## src/rtl/nrif_pkg.sv

```systemverilog
`timescale 1ns/1ps
package nrif_pkg;

    localparam int unsigned NIB_W_DEF    = 4;
    localparam int unsigned SYNC_DEF     = 2;
    localparam int unsigned WR_CODE_DEF  = 3;
    localparam int unsigned RD_CODE_DEF  = 12;
    localparam int unsigned IRQ_ADDR_DEF = 13;
    localparam int unsigned IRQ_BIT_DEF  = 2;

    // Pins as seen from the host side, kept together through the synchronizer
    typedef struct packed {
        logic sel;
        logic sck;
        logic din;
    } pins_t;

    // Where the transfer stands inside one selection
    typedef enum logic [2:0] {
        PH_MODE,
        PH_ADDR,
        PH_WDATA,
        PH_RDATA,
        PH_DEAD
    } phase_e;

    typedef enum logic [1:0] {
        XF_NONE,
        XF_WRITE,
        XF_READ
    } xfer_e;

    function automatic xfer_e decode_mode(input int unsigned code,
                                          input int unsigned wr_code,
                                          input int unsigned rd_code);
        if (code == wr_code) return XF_WRITE;
        if (code == rd_code) return XF_READ;
        return XF_NONE;
    endfunction

endpackage

```

## src/rtl/nrif_sync.sv

```systemverilog
`timescale 1ns/1ps
module nrif_sync
    import nrif_pkg::*;
#(
    parameter int unsigned STAGES = SYNC_DEF
) (
    input  logic  clk,
    input  logic  rst,
    input  pins_t raw,
    output pins_t synced
);

    pins_t stage_q [STAGES];

    generate
        for (genvar i = 0; i < int'(STAGES); i++) begin : g_stage
            if (i == 0) begin : g_first
                always_ff @(posedge clk) begin
                    if (rst) stage_q[0] <= '0;
                    else     stage_q[0] <= raw;
                end
            end else begin : g_next
                always_ff @(posedge clk) begin
                    if (rst) stage_q[i] <= '0;
                    else     stage_q[i] <= stage_q[i-1];
                end
            end
        end
    endgenerate

    assign synced = stage_q[STAGES-1];

endmodule

```

## src/rtl/nrif_edge.sv

```systemverilog
`timescale 1ns/1ps
module nrif_edge
    import nrif_pkg::*;
(
    input  logic  clk,
    input  logic  rst,
    input  pins_t cur,
    output logic  sck_rise,
    output logic  sel_fall,
    output logic  sel_on,
    output logic  din
);

    logic sck_prev_q;
    logic sel_prev_q;

    always_ff @(posedge clk) begin
        if (rst) begin
            sck_prev_q <= 1'b0;
            sel_prev_q <= 1'b0;
        end else begin
            sck_prev_q <= cur.sck;
            sel_prev_q <= cur.sel;
        end
    end

    // A shift-clock edge only counts while the synchronized select is high
    assign sck_rise = cur.sck & ~sck_prev_q & cur.sel;
    assign sel_fall = ~cur.sel & sel_prev_q;
    assign sel_on   = cur.sel;
    assign din      = cur.din;

    p_fall_single_r7: assert property (@(posedge clk) disable iff (rst)
        sel_fall |=> !sel_fall);

endmodule

```

## src/rtl/nrif_shift.sv

```systemverilog
`timescale 1ns/1ps
module nrif_shift #(
    parameter int unsigned NIB_W = 4
) (
    input  logic             clk,
    input  logic             rst,
    input  logic             clr,
    input  logic             bit_en,
    input  logic             din,
    output logic             nib_done,
    output logic [NIB_W-1:0] nib_val
);

    localparam int unsigned CNT_W = (NIB_W > 1) ? $clog2(NIB_W) : 1;

    logic [CNT_W-1:0] cnt_q;
    logic [NIB_W-2:0] sh_q;

    // Newest bit enters at the top, so the first bit ends up as bit 0
    assign nib_val  = {din, sh_q};
    assign nib_done = bit_en && (cnt_q == CNT_W'(NIB_W - 1));

    always_ff @(posedge clk) begin
        if (rst || clr) begin
            cnt_q <= '0;
        end else if (bit_en) begin
            cnt_q <= nib_done ? '0 : cnt_q + 1'b1;
        end
    end

    always_ff @(posedge clk) begin
        if (rst) sh_q <= '0;
        else if (bit_en) sh_q <= nib_val[NIB_W-1:1];
    end

    p_cnt_cleared_r5: assert property (@(posedge clk) disable iff (rst)
        clr |=> (cnt_q == '0));

endmodule

```

## src/rtl/nrif_ctrl.sv

```systemverilog
`timescale 1ns/1ps
module nrif_ctrl
    import nrif_pkg::*;
#(
    parameter int unsigned NIB_W    = NIB_W_DEF,
    parameter int unsigned WR_CODE  = WR_CODE_DEF,
    parameter int unsigned RD_CODE  = RD_CODE_DEF,
    parameter int unsigned IRQ_ADDR = IRQ_ADDR_DEF,
    parameter int unsigned IRQ_BIT  = IRQ_BIT_DEF
) (
    input  logic             clk,
    input  logic             rst,
    input  logic             sel_on,
    input  logic             sel_fall,
    input  logic             sck_rise,
    input  logic             nib_done,
    input  logic [NIB_W-1:0] nib_val,
    input  logic [NIB_W-1:0] rf_rdata,
    output logic [NIB_W-1:0] rf_addr,
    output logic             rf_we,
    output logic [NIB_W-1:0] rf_wdata,
    output logic [NIB_W-1:0] rf_wmask,
    output logic             dout,
    output logic             doe,
    output logic             irq_clr,
    output logic             desel
);

    localparam logic [NIB_W-1:0] FLAG_ADDR = NIB_W'(IRQ_ADDR);

    phase_e           phase_q;
    logic             rd_q;
    logic [NIB_W-1:0] addr_q;
    logic [NIB_W-1:0] osh_q;
    logic             load_q;
    logic             doe_q;
    xfer_e            mode_dec;

    always_comb begin
        mode_dec = decode_mode(32'(nib_val), WR_CODE, RD_CODE);
    end

    always_comb begin
        rf_we    = nib_done && (phase_q == PH_WDATA);
        irq_clr  = nib_done && (phase_q == PH_RDATA) && (addr_q == FLAG_ADDR);
        rf_wmask = '1;
        if (addr_q == FLAG_ADDR) rf_wmask[IRQ_BIT] = 1'b0;
    end

    assign rf_addr  = addr_q;
    assign rf_wdata = nib_val;
    assign doe      = doe_q;
    assign dout     = doe_q & osh_q[0];
    assign desel    = sel_fall;

    always_ff @(posedge clk) begin
        if (rst) begin
            phase_q <= PH_MODE;
            rd_q    <= 1'b0;
            addr_q  <= '0;
            osh_q   <= '0;
            load_q  <= 1'b0;
            doe_q   <= 1'b0;
        end else if (!sel_on) begin
            phase_q <= PH_MODE;
            rd_q    <= 1'b0;
            load_q  <= 1'b0;
            doe_q   <= 1'b0;
        end else begin
            load_q <= 1'b0;
            // Output shifter: reload one cycle after the address settles
            if (load_q) begin
                osh_q <= rf_rdata;
            end else if (sck_rise && (phase_q == PH_RDATA) && !nib_done) begin
                osh_q <= osh_q >> 1;
            end
            if (nib_done) begin
                unique case (phase_q)
                    PH_MODE: begin
                        unique case (mode_dec)
                            XF_WRITE: begin phase_q <= PH_ADDR; rd_q <= 1'b0; end
                            XF_READ:  begin phase_q <= PH_ADDR; rd_q <= 1'b1; end
                            default:  phase_q <= PH_DEAD;
                        endcase
                    end
                    PH_ADDR: begin
                        addr_q <= nib_val;
                        if (rd_q) begin
                            phase_q <= PH_RDATA;
                            doe_q   <= 1'b1;
                            load_q  <= 1'b1;
                        end else begin
                            phase_q <= PH_WDATA;
                        end
                    end
                    PH_WDATA: addr_q <= addr_q + 1'b1;
                    PH_RDATA: begin
                        addr_q <= addr_q + 1'b1;
                        load_q <= 1'b1;
                    end
                    default: ;
                endcase
            end
        end
    end

    p_we_not_driving_r1: assert property (@(posedge clk) disable iff (rst)
        rf_we |-> !doe_q);

    p_addr_step_r2: assert property (@(posedge clk) disable iff (rst)
        (nib_done && (phase_q == PH_WDATA || phase_q == PH_RDATA))
        |=> (addr_q == $past(addr_q) + 1'b1));

    p_oe_holds_r3: assert property (@(posedge clk) disable iff (rst)
        (sel_on && doe_q) |=> doe_q);

    p_dead_silent_r4: assert property (@(posedge clk) disable iff (rst)
        (phase_q == PH_DEAD) |-> (!rf_we && !doe_q));

    p_doe_off_r6: assert property (@(posedge clk) disable iff (rst)
        !sel_on |=> !doe_q);

    p_clr_in_read_r8: assert property (@(posedge clk) disable iff (rst)
        irq_clr |-> doe_q);

endmodule

```

## src/rtl/nibble_regif.sv

```systemverilog
`timescale 1ns/1ps
module nibble_regif
    import nrif_pkg::*;
#(
    parameter int unsigned NIB_W       = NIB_W_DEF,
    parameter int unsigned SYNC_STAGES = SYNC_DEF,
    parameter int unsigned WR_CODE     = WR_CODE_DEF,
    parameter int unsigned RD_CODE     = RD_CODE_DEF,
    parameter int unsigned IRQ_ADDR    = IRQ_ADDR_DEF,
    parameter int unsigned IRQ_BIT     = IRQ_BIT_DEF
) (
    input  logic             clk,
    input  logic             rst,
    input  logic             host_sel,
    input  logic             host_sck,
    input  logic             host_din,
    output logic             host_dout,
    output logic             host_doe,
    output logic [NIB_W-1:0] rf_addr,
    output logic             rf_we,
    output logic [NIB_W-1:0] rf_wdata,
    output logic [NIB_W-1:0] rf_wmask,
    input  logic [NIB_W-1:0] rf_rdata,
    output logic             irqf_clear,
    output logic             desel_pulse
);

    pins_t            raw_pins;
    pins_t            sync_pins;
    logic             sck_rise;
    logic             sel_fall;
    logic             sel_on;
    logic             din_s;
    logic             nib_done;
    logic [NIB_W-1:0] nib_val;

    assign raw_pins = '{sel: host_sel, sck: host_sck, din: host_din};

    nrif_sync #(.STAGES(SYNC_STAGES)) u_sync (
        .clk    (clk),
        .rst    (rst),
        .raw    (raw_pins),
        .synced (sync_pins)
    );

    nrif_edge u_edge (
        .clk      (clk),
        .rst      (rst),
        .cur      (sync_pins),
        .sck_rise (sck_rise),
        .sel_fall (sel_fall),
        .sel_on   (sel_on),
        .din      (din_s)
    );

    nrif_shift #(.NIB_W(NIB_W)) u_shift (
        .clk      (clk),
        .rst      (rst),
        .clr      (!sel_on),
        .bit_en   (sck_rise),
        .din      (din_s),
        .nib_done (nib_done),
        .nib_val  (nib_val)
    );

    nrif_ctrl #(
        .NIB_W    (NIB_W),
        .WR_CODE  (WR_CODE),
        .RD_CODE  (RD_CODE),
        .IRQ_ADDR (IRQ_ADDR),
        .IRQ_BIT  (IRQ_BIT)
    ) u_ctrl (
        .clk      (clk),
        .rst      (rst),
        .sel_on   (sel_on),
        .sel_fall (sel_fall),
        .sck_rise (sck_rise),
        .nib_done (nib_done),
        .nib_val  (nib_val),
        .rf_rdata (rf_rdata),
        .rf_addr  (rf_addr),
        .rf_we    (rf_we),
        .rf_wdata (rf_wdata),
        .rf_wmask (rf_wmask),
        .dout     (host_dout),
        .doe      (host_doe),
        .irq_clr  (irqf_clear),
        .desel    (desel_pulse)
    );

endmodule

```

## config.mk

```make
export PLATFORM = sky130hd
export DESIGN_NAME = nibble_regif
export DESIGN_NICKNAME = d
export VERILOG_FILES = /design/src/rtl/nrif_pkg.sv /design/src/rtl/nrif_sync.sv /design/src/rtl/nrif_edge.sv /design/src/rtl/nrif_shift.sv /design/src/rtl/nrif_ctrl.sv /design/src/rtl/nibble_regif.sv
export SDC_FILE = /design/constraint.sdc
export NUM_CORES = 1
export LEC_CHECK = 0
export BUFFER_PORTS_ARGS = -buffer_cell sky130_fd_sc_hd__buf_2
export CAP_MARGIN = 20
export CORE_UTILIZATION = 37
export DETAILED_ROUTE_END_ITERATION = 7
export MAX_ROUTING_LAYER = met4
export PLACE_DENSITY = 0.58
export SLEW_MARGIN = 20
export SYNTH_ARGS = -nofsm -noshare
export SYNTH_HDL_FRONTEND = slang
export SYNTH_HIERARCHICAL = 1
export SYNTH_SLANG_ARGS = --single-unit
export TNS_END_PERCENT = 50
```

## constraint.sdc

```tcl
create_clock -name clk -period 3.3 [get_ports clk]
set_clock_uncertainty 0.2 [all_clocks]
set_input_delay 0.66 -clock clk [delete_from_list [all_inputs] [get_ports clk]]
set_output_delay 0.66 -clock clk [all_outputs]
set_load 0.03 [all_outputs]
```

==> reports/results.tsv, run 1 <==
stage	metric	value	unit
status	outcome	complete, no violations	
cts	H-tree Lvls	1	
setup_path	endpoint type of the worst setup path	output pin	
global_routing	initial antenna violation count	0	
min_path	worst hold path type	reg2reg	
yosys	post-synth top area share	42.52	%
setup_path	Largest delay share family, worst path	simple AND/OR/NAND/NOR gates	
setup_path	WP buf/inv	1	
yosys	mux cell area share after synthesis	6.299	%
yosys	area share of fa/ha/maj cells after synthesis	2.953	%
pwr	Comb power frac	4.3	%
cts	postcts setup bufs	0	
yosys	register area share after synthesis	42.52	%
layout	share of layout cells above drive strength 1	18.54	%
floorplanning	Ports	26	
cts	CTS max path bufs	2	
yosys	Simple-Gate Fraction of Synth Area	25.00	%
yosys	most frequent cell after synthesis	dfxtp_1	
layout	# nets final	164	
cts	Root Buffer	clkbuf_4	
setup_path	Worst Setup Path Type	reg2out	
yosys	Yosys warning count	6	
sta	worst-case hold slack	0.2505	ns
yosys	synth top area cells	dfxtp_1 43%, buf_4 6.5%, mux2i_1 6.3%, nor2b_1 4.9%, nor2_1 4.1%	
layout	Area Growth Syn to Fin	6.398	%
sta	upper clock frequency limit	346.7	MHz
yosys	FFs w/ async S/R, synth	0	%
cts	CTS tree	built	
cts	cts bufs inserted	3	
yosys	Top FF cell, synth	dfxtp_1	
pwr	Sw Pwr	0.1078	mW
drt	1st-iter DRT viols	50	
global_routing	Overall Global Routing Usage	13.53	%
yosys	Post-synth EDFFs	0	
sta	RSZ-0062 raised after global routing	false	
yosys	synthesized area per cell	9.145	um^2
floorplanning	die area	0.003674	mm^2
sta	Slew Viols, Final	0	
yosys	Synth area leader	dfxtp_1	
global_routing	global-route wire length before repair	3553	um
setup_path	CP max-delay cell	dfxtp_1	
yosys	Yosys cell types	38	
pwr	share of power burned in registers	67.5	%
yosys	synth cell count leaders	27 x dfxtp_1, 14 x nor2_1, 11 x buf_4	
global_routing	largest net degree at the start of global routing	23	
pwr	Max VDD drop	0.2285	mV
placed_design	# port buffers	22	
cts	Worst-Skew Late Latency	0.32	ns
global_routing	GR Overflow Total	0	
cts	# resized after CTS	0	
yosys	Post-Synth XOR/XNOR Area	0	%
run	max_cap viols	0	
floorplanning	Core Area	0.003153	mm^2
pwr	P_int	0.3846	mW
cts	clock slew at reported path FFs	0.13	ns
pwr	power density over the cells	364.0	mW/mm^2
yosys	Compound-Gate Fraction of Synth Area	12.50	%
setup_path	slowest stage delay, CP	0.50	ns
drt	Avg Vias per Cell	4.867	
drt	via count	949	
setup_path	CP startpoint kind	register	
placed_design	gp weighted congestion	0.7601	
pwr	P_leak	0.4952	nW
yosys	Post-Syn Area	0.001271	mm^2
sta	max_slew headroom	66.38	%
drt	Pre-antenna DRT Iters	4	
sta	Tcrit/Tclk final	87.40	%
sta	TNS Setup	0	ns
floorplanning	Initial Util	40.32	%
sta	Fin. Hold Viols	0	
global_routing	vias in the first global route	830	
drt	Post-DRT Antenna Nets	0	
pwr	total power	0.4924	mW
setup_path	WP data arrival	2.02	ns
drt	Wirelength per Cell	11.36	um
floorplanning	Die Wd	60.62	um
layout	Antenna Cells	0	
setup_path	crit path cell chain	and3b_1, and2_1, nand2_1, nor3_1, buf_2	
yosys	Gate Count Post-Synth	139	
setup_path	CP max FO	9	
cts	# clock sinks	27	
sta	Slew @ Worst Pin	0.5044	ns
drt	Routed Wire Length	2215	um
sta	fin crit period	2.884	ns
pwr	Sw Share	21.90	%
cts	CTS Hold Bufs	0	
pwr	clock network power share	28.2	%
setup_path	required time of the critical path	2.44	ns
sta	Setup Viol. Count Final	0	
floorplanning	FP Rows	20	
yosys	largest family of logic cells by synthesized area	simple AND/OR/NAND/NOR gates	
floorplanning	Die Y	60.62	um
yosys	flops & latches, synth	27	
placed_design	Post-DP HPWL	1628	um
drt	DRC	0	
-- area by class of cell --
class,instances,area (um^2)
well taps,44,55.05
flip-flops and latches,27,540.5
fillers,318,1800
repair buffers,22,110.1
clock buffers,4,26.28
multi-input cells,94,605.6
inverters,4,15.01
-- per-layer routing --
layer	wire, um	global-route usage [%]
met1	1109	17.00
met2	975	20.41
met3	113	3.838
met4	17	5.519
met5	0	-
-- stage by stage --
stage / util [%] / cells / setup slack (ns) / cell area, um^2
floorplan: - / 141 / 0.5897 / 1279
global placement: 42.06 / 191 / 0.8535 / 1326
finish: 42.90 / 195 / 0.4158 / 1353
CTS: 42.90 / 195 / 0.3851 / 1353
global route: 42.90 / 195 / 0.2238 / 1353
detailed placement: 42.06 / 191 / 0.7699 / 1326
-- sequential cells by signal (all words and copies together) (netlist names) --
name / count
u_ctrl/doe: 1
u_ctrl/load_q: 1
u_ctrl/osh_q: 4
u_ctrl/phase_q: 3
u_ctrl/rd_q: 1
u_ctrl/rf_addr: 4
u_edge/sck_prev_q: 1
u_edge/sel_prev_q: 1
u_shift/cnt_q: 2
u_shift/sh_q: 3
u_sync/stage_q: 6
-- kinds of logic (layout without fill, tap and decap cells) --
| logic type | count (synthesis) | after routing |
|---|---|---|
| buffers and inverters | 20 | 30 |
| adder cells (fa/ha/maj) | 3 | 3 |
| multiplexers | 8 | 8 |
| AND/OR/NAND/NOR | 57 | 57 |
| AO/OA/AOI/OAI | 23 | 23 |
| flip-flops | 27 | 27 |
| other | 1 | 3 |
-- placed cells by master (no fill, tap or decap), types with 2 or more instances in the layout --
cell      instances
a211oi_1          3
a21oi_1           7
and2_1            5
buf_2            22
clkbuf_4          3
conb_1            3
dfxtp_1          27
ha_1              3
inv_1             4
mux2i_1           8
nand2_1           8
nand2b_1          4
nand3_1           3
nor2_1           14
nor2b_1          10
nor3_1            3
o211ai_1          2
o21ai_0           3
o21ai_1           2
-- power groups by stage --
stage                     Sequential [mW]  Clock [mW]  Combinational, mW
final                               0.332       0.139             0.0211
after global routing                0.333       0.159             0.0230
after CTS                           0.332       0.148             0.0212
after detailed placement            0.340           0             0.0212
after global placement              0.339           0             0.0209
after floorplan                     0.338           0             0.0194
-- worst paths after layout --
| check | startpoint | end | slack (ns) | cells after the start |
|---|---|---|---|---|
| max reg2reg | u_sync/stage_q[1][2]$_SDFF_PP0_ | u_ctrl/phase_q[2]$_SDFFE_PP0P_ | 1.01 | 5 |
| max | u_sync/stage_q[1][2]$_SDFF_PP0_ | irqf_clear | 0.42 | 5 |
| min | u_sync/stage_q[0][1]$_SDFF_PP0_ | u_sync/stage_q[1][1]$_SDFF_PP0_ | 0.25 | 1 |
| min reg2reg | u_sync/stage_q[0][1]$_SDFF_PP0_ | u_sync/stage_q[1][1]$_SDFF_PP0_ | 0.25 | 1 |
No activity file was read; power rests on OpenSTA's default activity.
==> inputs of run 2 (changes only) <==
Settings changed: CORE_UTILIZATION 37 to 25, PLACE_DENSITY 0.58 to 0.43.
==> run 2 against run 1 <==
  * Cell count rose by 12%
  * Sequential cell count stayed put
  * Worst setup slack better by 0.062 ns
  * Worst hold slack worse by 0.0079 ns
  * Global-route usage fell by 3.5 points
  * Total power grew 9.1%
  * Sequential share of layout area shrank 1.4 points
  * Final area up 3.5%
  * Core utilization is 14 points lower
  * Fmax increased by 2.2%
  * Die area grew 46%
  * Combinational power about the same
  * Critical path type unchanged
  * Critical endpoint unchanged
  * Largest cell class unchanged
==> reports/results.tsv, run 2 (same netlist as run 1, synthesis figures left out) <==
stage	metric	value	unit	change
status	outcome	complete, no violations		
drt	Post-DRT Antenna Nets	0		unchanged
drt	Routed Wire Length	2383	um	+7.6%
layout	# nets final	164		unchanged
pwr	Max VDD drop	0.1500	mV	-34%
layout	Reg with most FFs	u_sync/stage_q		
layout	commonest non-fill, non-tap cell in the layout	dfxtp_1		
sta	upper clock frequency limit	354.4	MHz	+2.2%
layout	share of layout cells above drive strength 1	18.54	%	unchanged
sta	Fin. Hold Viols	0		unchanged
drt	Pre-antenna DRT Iters	4		unchanged
global_routing	global-route wire length before repair	3953	um	+11%
run	max_cap viols	0		unchanged
setup_path	worst reg2reg path startpoint	u_sync/stage_q[1][2]$_SDFF_PP0_		
placed_design	gp weighted congestion	0.7078		-6.9%
placed_design	# port buffers	22		unchanged
layout	Finished Layout Cells	218		+12%
floorplanning	die area	0.005374	mm^2	+46%
global_routing	GR Overflow Total	0		unchanged
setup_path	WP data arrival	1.96	ns	-0.06 ns
global_routing	vias in the first global route	834		+0.48%
cts	CTS Hold Bufs	0		unchanged
floorplanning	Initial Util	26.39	%	-14 points
layout	Sequential cell area	540.5	um^2	unchanged
global_routing	largest net degree at the start of global routing	23		unchanged
sta	Setup Viol. Count Final	0		unchanged
floorplanning	Die Wd	73.31	um	+21%
min_path	worst hold path type	reg2reg		
floorplanning	Ports	26		unchanged
drt	Avg Vias per Cell	4.367		-10%
sta	Slew Viols, Final	0		unchanged
setup_path	Worst Setup Path Type	reg2out		
sta	TNS Setup	0	ns	unchanged
drt	Wirelength per Cell	10.93	um	-3.8%
layout	max reg flops	6		unchanged
cts	clock slew at reported path FFs	0.08	ns	-0.05 ns
floorplanning	FP Rows	25		+25%
setup_path	required time of the critical path	2.44	ns	about the same
layout	Antenna Cells	0		unchanged
layout	Area Growth Syn to Fin	10.14	%	
cts	H-tree Lvls	1		unchanged
layout	Filler Cell Count	531		+67%
setup_path	CP max FO	9		unchanged
pwr	P_leak	0.5030	nW	+1.6%
min_path	worst hold path startpoint	u_sync/stage_q[0][1]$_SDFF_PP0_		
drt	via count	952		+0.32%
drt	1st-iter DRT viols	62		+24%
setup_path	worst setup path start	u_sync/stage_q[1][2]$_SDFF_PP0_		
setup_path	endpoint type of the worst setup path	output pin		
global_routing	initial antenna violation count	0		unchanged
cts	cts bufs inserted	3		unchanged
cts	CTS max path bufs	2		unchanged
setup_path	CP startpoint kind	register		
placed_design	placed cells	214		+12%
floorplanning	Core Area	0.004817	mm^2	+53%
sta	RSZ-0062 raised after global routing	false		
cts	CTS tree	built		
cts	# resized after CTS	0		unchanged
layout	commonest cells after routing, fill and taps aside	27 x dfxtp_1, 22 x buf_2, 14 x nor2_1, 10 x nor2b_1		
global_routing	Overall Global Routing Usage	10.03	%	-3.5 points
layout	area of the multi-input gates	605.6	um^2	unchanged
cts	postcts setup bufs	0		unchanged
sta	Tcrit/Tclk final	85.51	%	-1.9 points
cts	Worst-Skew Late Latency	0.26	ns	-0.06 ns
cts	Root Buffer	clkbuf_8		
floorplanning	Die Y	73.31	um	+21%
sta	fin crit period	2.822	ns	-0.06224 ns
pwr	power density over the cells	383.7	mW/mm^2	+5.4%
placed_design	Post-DP HPWL	1719	um	+5.6%
drt	DRC	0		unchanged
cts	# clock sinks	27		unchanged
## run 2: metal layers
| metal | track usage [%] | vias to the layer above | wire [um] | part of all wire (%) |
|---|---|---|---|---|
| met3 | 3.018 | 2 | 138 | 5.8 |
| li1 | - | 488 | - | - |
| met5 | - | - | 0 | 0 |
| met4 | 3.846 | 0 | 22 | 0.92 |
| met2 | 15.02 | 23 | 1095 | 46 |
| met1 | 12.69 | 439 | 1126 | 47 |
## run 2: power by group
group	internal (mW)	switching, mW	total, mW
Combinational	0.00721	0.0136	0.0208
Clock	0.0864	0.0980	0.184
Sequential	0.330	0.00234	0.332
Total	0.423	0.114	0.537
## run 2: cell type report
cell class	count	area share (%)
repair buffers	22	7.864
multi-input cells	94	43.25
flip-flops and latches	27	38.61
clock buffers	4	3.217
well taps	67	5.988
inverters	4	1.072
## run 2: path summary, 6_finish.rpt
path / end / slack (ns) / cells past startpoint
worst max-delay path: irqf_clear / 0.48 / 5
worst min-delay path: u_sync/stage_q[1][1]$_SDFF_PP0_ / 0.24 / 1
worst max register to register: u_ctrl/rf_addr[2]$_SDFFE_PP0P_ / 1.03 / 6
worst min register to register: u_sync/stage_q[1][1]$_SDFF_PP0_ / 0.24 / 1
## run 2: metrics by stage
stage	power, mW	cell area (um^2)	util (%)	worst slack (ns)	hold slack, ns
2_1_floorplan	0.3574	1279	-	0.5897	0.2138
3_3_place_gp	0.3604	1355	28.13	0.8423	0.2193
3_5_place_dp	0.3609	1355	28.13	0.7735	0.2246
4_1_cts	0.5494	1400	29.06	0.4672	0.2458
5_1_grt	0.5605	1400	29.06	0.2811	0.2581
6_report	0.5372	1400	29.06	0.4780	0.2426
## run 2: critical path, cell delays in order (launching register included)
cell     delay (ns)
dfxtp_1        0.50
and3b_1        0.41
and2_1         0.33
nand2_1        0.11
nor3_1         0.12
buf_2          0.22
==> inputs of run 3 (changes only) <==
Settings changed: ABC_CLOCK_PERIOD_IN_PS set to 3300, CTS_BUF_LIST set to sky130_fd_sc_hd__clkbuf_16.
==> run 3 against run 2 <==
  * Fmax increased by 0.59%
  * Final area increased by 2.4%
  * Highest routed layer unchanged
  * Cell count unchanged
  * Via count decreased by 0.95%
  * Routed wire length decreased by 0.76%
  * Global-route usage about the same
  * Critical path type unchanged
  * Worst hold slack got worse by 0.0070 ns
  * Sequential power about the same
  * Sequential cell count unchanged
  * Clock-buffer cell count decreased by 1
  * Largest cell class unchanged
  * Combinational power about the same
==> reports/results.tsv, run 3 (same netlist as run 1, synthesis figures left out) <==
stage	metric	value	unit	change
setup_path	flop2flop setup slack	1.01	ns	-0.02 ns
cts	cts bufs inserted	3		unchanged
cts	H-tree Lvls	1		unchanged
sta	Fin. Hold Viols	0		unchanged
setup_path	crit path cell chain	and3b_1, and2_1, nand2_1, nor3_1, buf_2		
sta	Slew Viols, Final	0		unchanged
pwr	Max VDD drop	0.2149	mV	+43%
drt	Routed Wire Length	2365	um	-0.76%
layout	Finished Layout Cells	218		unchanged
cts	Root Buffer	clkbuf_16		
floorplanning	Core Area	0.004817	mm^2	unchanged
cts	postcts setup bufs	0		unchanged
setup_path	Worst R2R End	u_ctrl/rf_addr[2]$_SDFFE_PP0P_		
layout	commonest non-fill, non-tap cell in the layout	dfxtp_1		
cts	CTS max path bufs	2		unchanged
placed_design	gp weighted congestion	0.7078		unchanged
status	outcome	complete, no violations		
sta	worst-case hold slack	0.2356	ns	-0.007038 ns
global_routing	initial antenna violation count	0		unchanged
layout	share of layout cells above drive strength 1	18.54	%	unchanged
drt	DRC	0		unchanged
floorplanning	Die Y	73.31	um	unchanged
setup_path	endpoint type of the worst setup path	output pin		
run	max_cap viols	0		unchanged
layout	commonest cells after routing, fill and taps aside	27 x dfxtp_1, 22 x buf_2, 14 x nor2_1, 10 x nor2b_1		
layout	Area Growth Syn to Fin	12.80	%	
global_routing	GR Overflow Total	0		unchanged
sta	upper clock frequency limit	356.4	MHz	+0.59%
global_routing	global routing's busiest layer	met2		
floorplanning	Ports	26		unchanged
setup_path	required time of the critical path	2.44	ns	about the same
setup_path	slowest stage delay, CP	0.48	ns	-0.02 ns
layout	Filler Cell Count	526		-0.94%
sta	RSZ-0062 raised after global routing	false		
layout	max reg flops	6		unchanged
sta	Tcrit/Tclk final	85.02	%	-0.50 points
floorplanning	Die Wd	73.31	um	unchanged
sta	final worst slack	0.4945	ns	+0.01645 ns
placed_design	placed cells	214		unchanged
global_routing	global-route wire length before repair	3933	um	-0.51%
setup_path	worst setup path start	u_sync/stage_q[1][2]$_SDFF_PP0_		
sta	Setup Viol. Count Final	0		unchanged
cts	CTS tree	built		
global_routing	largest net degree at the start of global routing	23		unchanged
drt	1st-iter DRT viols	48		-23%
cts	# resized after CTS	0		unchanged
layout	# nets final	164		unchanged
global_routing	met1 Use GR	12.52	%	-0.17 points
floorplanning	die area	0.005374	mm^2	unchanged
global_routing	vias in the first global route	816		-2.2%
setup_path	WP buf/inv	1		unchanged
min_path	worst hold path type	reg2reg		
drt	Avg Vias per Cell	4.326		-0.95%
sta	TNS Setup	0	ns	unchanged
cts	CTS Hold Bufs	0		unchanged
cts	clock slew at reported path FFs	0.06	ns	-0.02 ns
setup_path	CP startpoint kind	register		
drt	Post-DRT Antenna Nets	0		unchanged
layout	Reg with most FFs	u_sync/stage_q		
drt	Wirelength per Cell	10.85	um	-0.76%
pwr	power density over the cells	433.3	mW/mm^2	+13%
drt	Pre-antenna DRT Iters	4		unchanged
setup_path	Largest delay share family, worst path	simple AND/OR/NAND/NOR gates		
drt	via count	943		-0.95%
setup_path	CP max-delay cell	dfxtp_1		
sta	fin crit period	2.806	ns	-0.01645 ns
setup_path	CP max FO	9		unchanged
floorplanning	FP Rows	25		unchanged
cts	Worst-Skew Late Latency	0.26	ns	about the same
setup_path	Worst Setup Path Type	reg2out		
placed_design	pre-CTS setup slack	0.7735	ns	unchanged
global_routing	met2 usage	15.02	%	unchanged
min_path	worst hold path startpoint	u_sync/stage_q[0][1]$_SDFF_PP0_		
setup_path	Worst R2R Path Depth	6		unchanged
min_path	hold endpoint	u_sync/stage_q[1][1]$_SDFF_PP0_		
global_routing	Overall Global Routing Usage	10.06	%	+0.030 points
placed_design	# port buffers	22		unchanged
pwr	total power	0.6213	mW	+16%
global_routing	met3 GRT Util	3.018	%	unchanged
cts	# clock sinks	27		unchanged
floorplanning	Initial Util	26.39	%	unchanged
setup_path	WP data arrival	1.95	ns	about the same
placed_design	Post-DP HPWL	1719	um	unchanged
layout	Antenna Cells	0		unchanged
setup_path	worst reg2reg path startpoint	u_sync/stage_q[1][2]$_SDFF_PP0_		
min_path	worst hold path cell count	1		unchanged
pwr	P_leak	0.5226	nW	+3.9%
## run 3: metal layers
| metal | part of all wire, % | vias to the layer above |
|---|---|---|
| li1 | - | 491 |
| met1 | 47 | 425 |
| met2 | 45 | 23 |
| met3 | 6.0 | 4 |
| met4 | 1.6 | 0 |
| met5 | 0 | - |
## run 3: layout make-up
| type | instances | area, um^2 | area share, % |
|---|---|---|---|
| clock buffers | 3 | 75.07 | 5.236 |
| repair buffers | 22 | 110.1 | 7.679 |
| clock inverters | 1 | 3.754 | 0.2618 |
| inverters | 4 | 15.01 | 1.047 |
| multi-input cells | 94 | 605.6 | 42.23 |
| flip-flops and latches | 27 | 540.5 | 37.70 |
| well taps | 67 | 83.83 | 5.846 |
## run 3: power breakdown
group	leakage [nW]	switching, mW	total, mW	internal (mW)
clock	0.0423	0.106	0.268	0.162
sequential	0.219	0.00231	0.332	0.330
combinational	0.261	0.0137	0.0209	0.00721
## run 3: worst max-delay path by stage
stage | slack (ns) | to | cells after the start
2_1_floorplan | 0.59 | irqf_clear | 3
3_3_place_gp | 0.84 | irqf_clear | 5
3_5_place_dp | 0.77 | irqf_clear | 5
4_1_cts | 0.49 | irqf_clear | 5
5_1_grt | 0.31 | irqf_clear | 5
6_report | 0.49 | irqf_clear | 5
## run 3: stage by stage
stage,util [%],instance area [um^2]
final,29.77,1434
after global routing,29.77,1434
after CTS,29.77,1434
after detailed placement,28.13,1355
after global placement,28.13,1355
after floorplan,-,1279
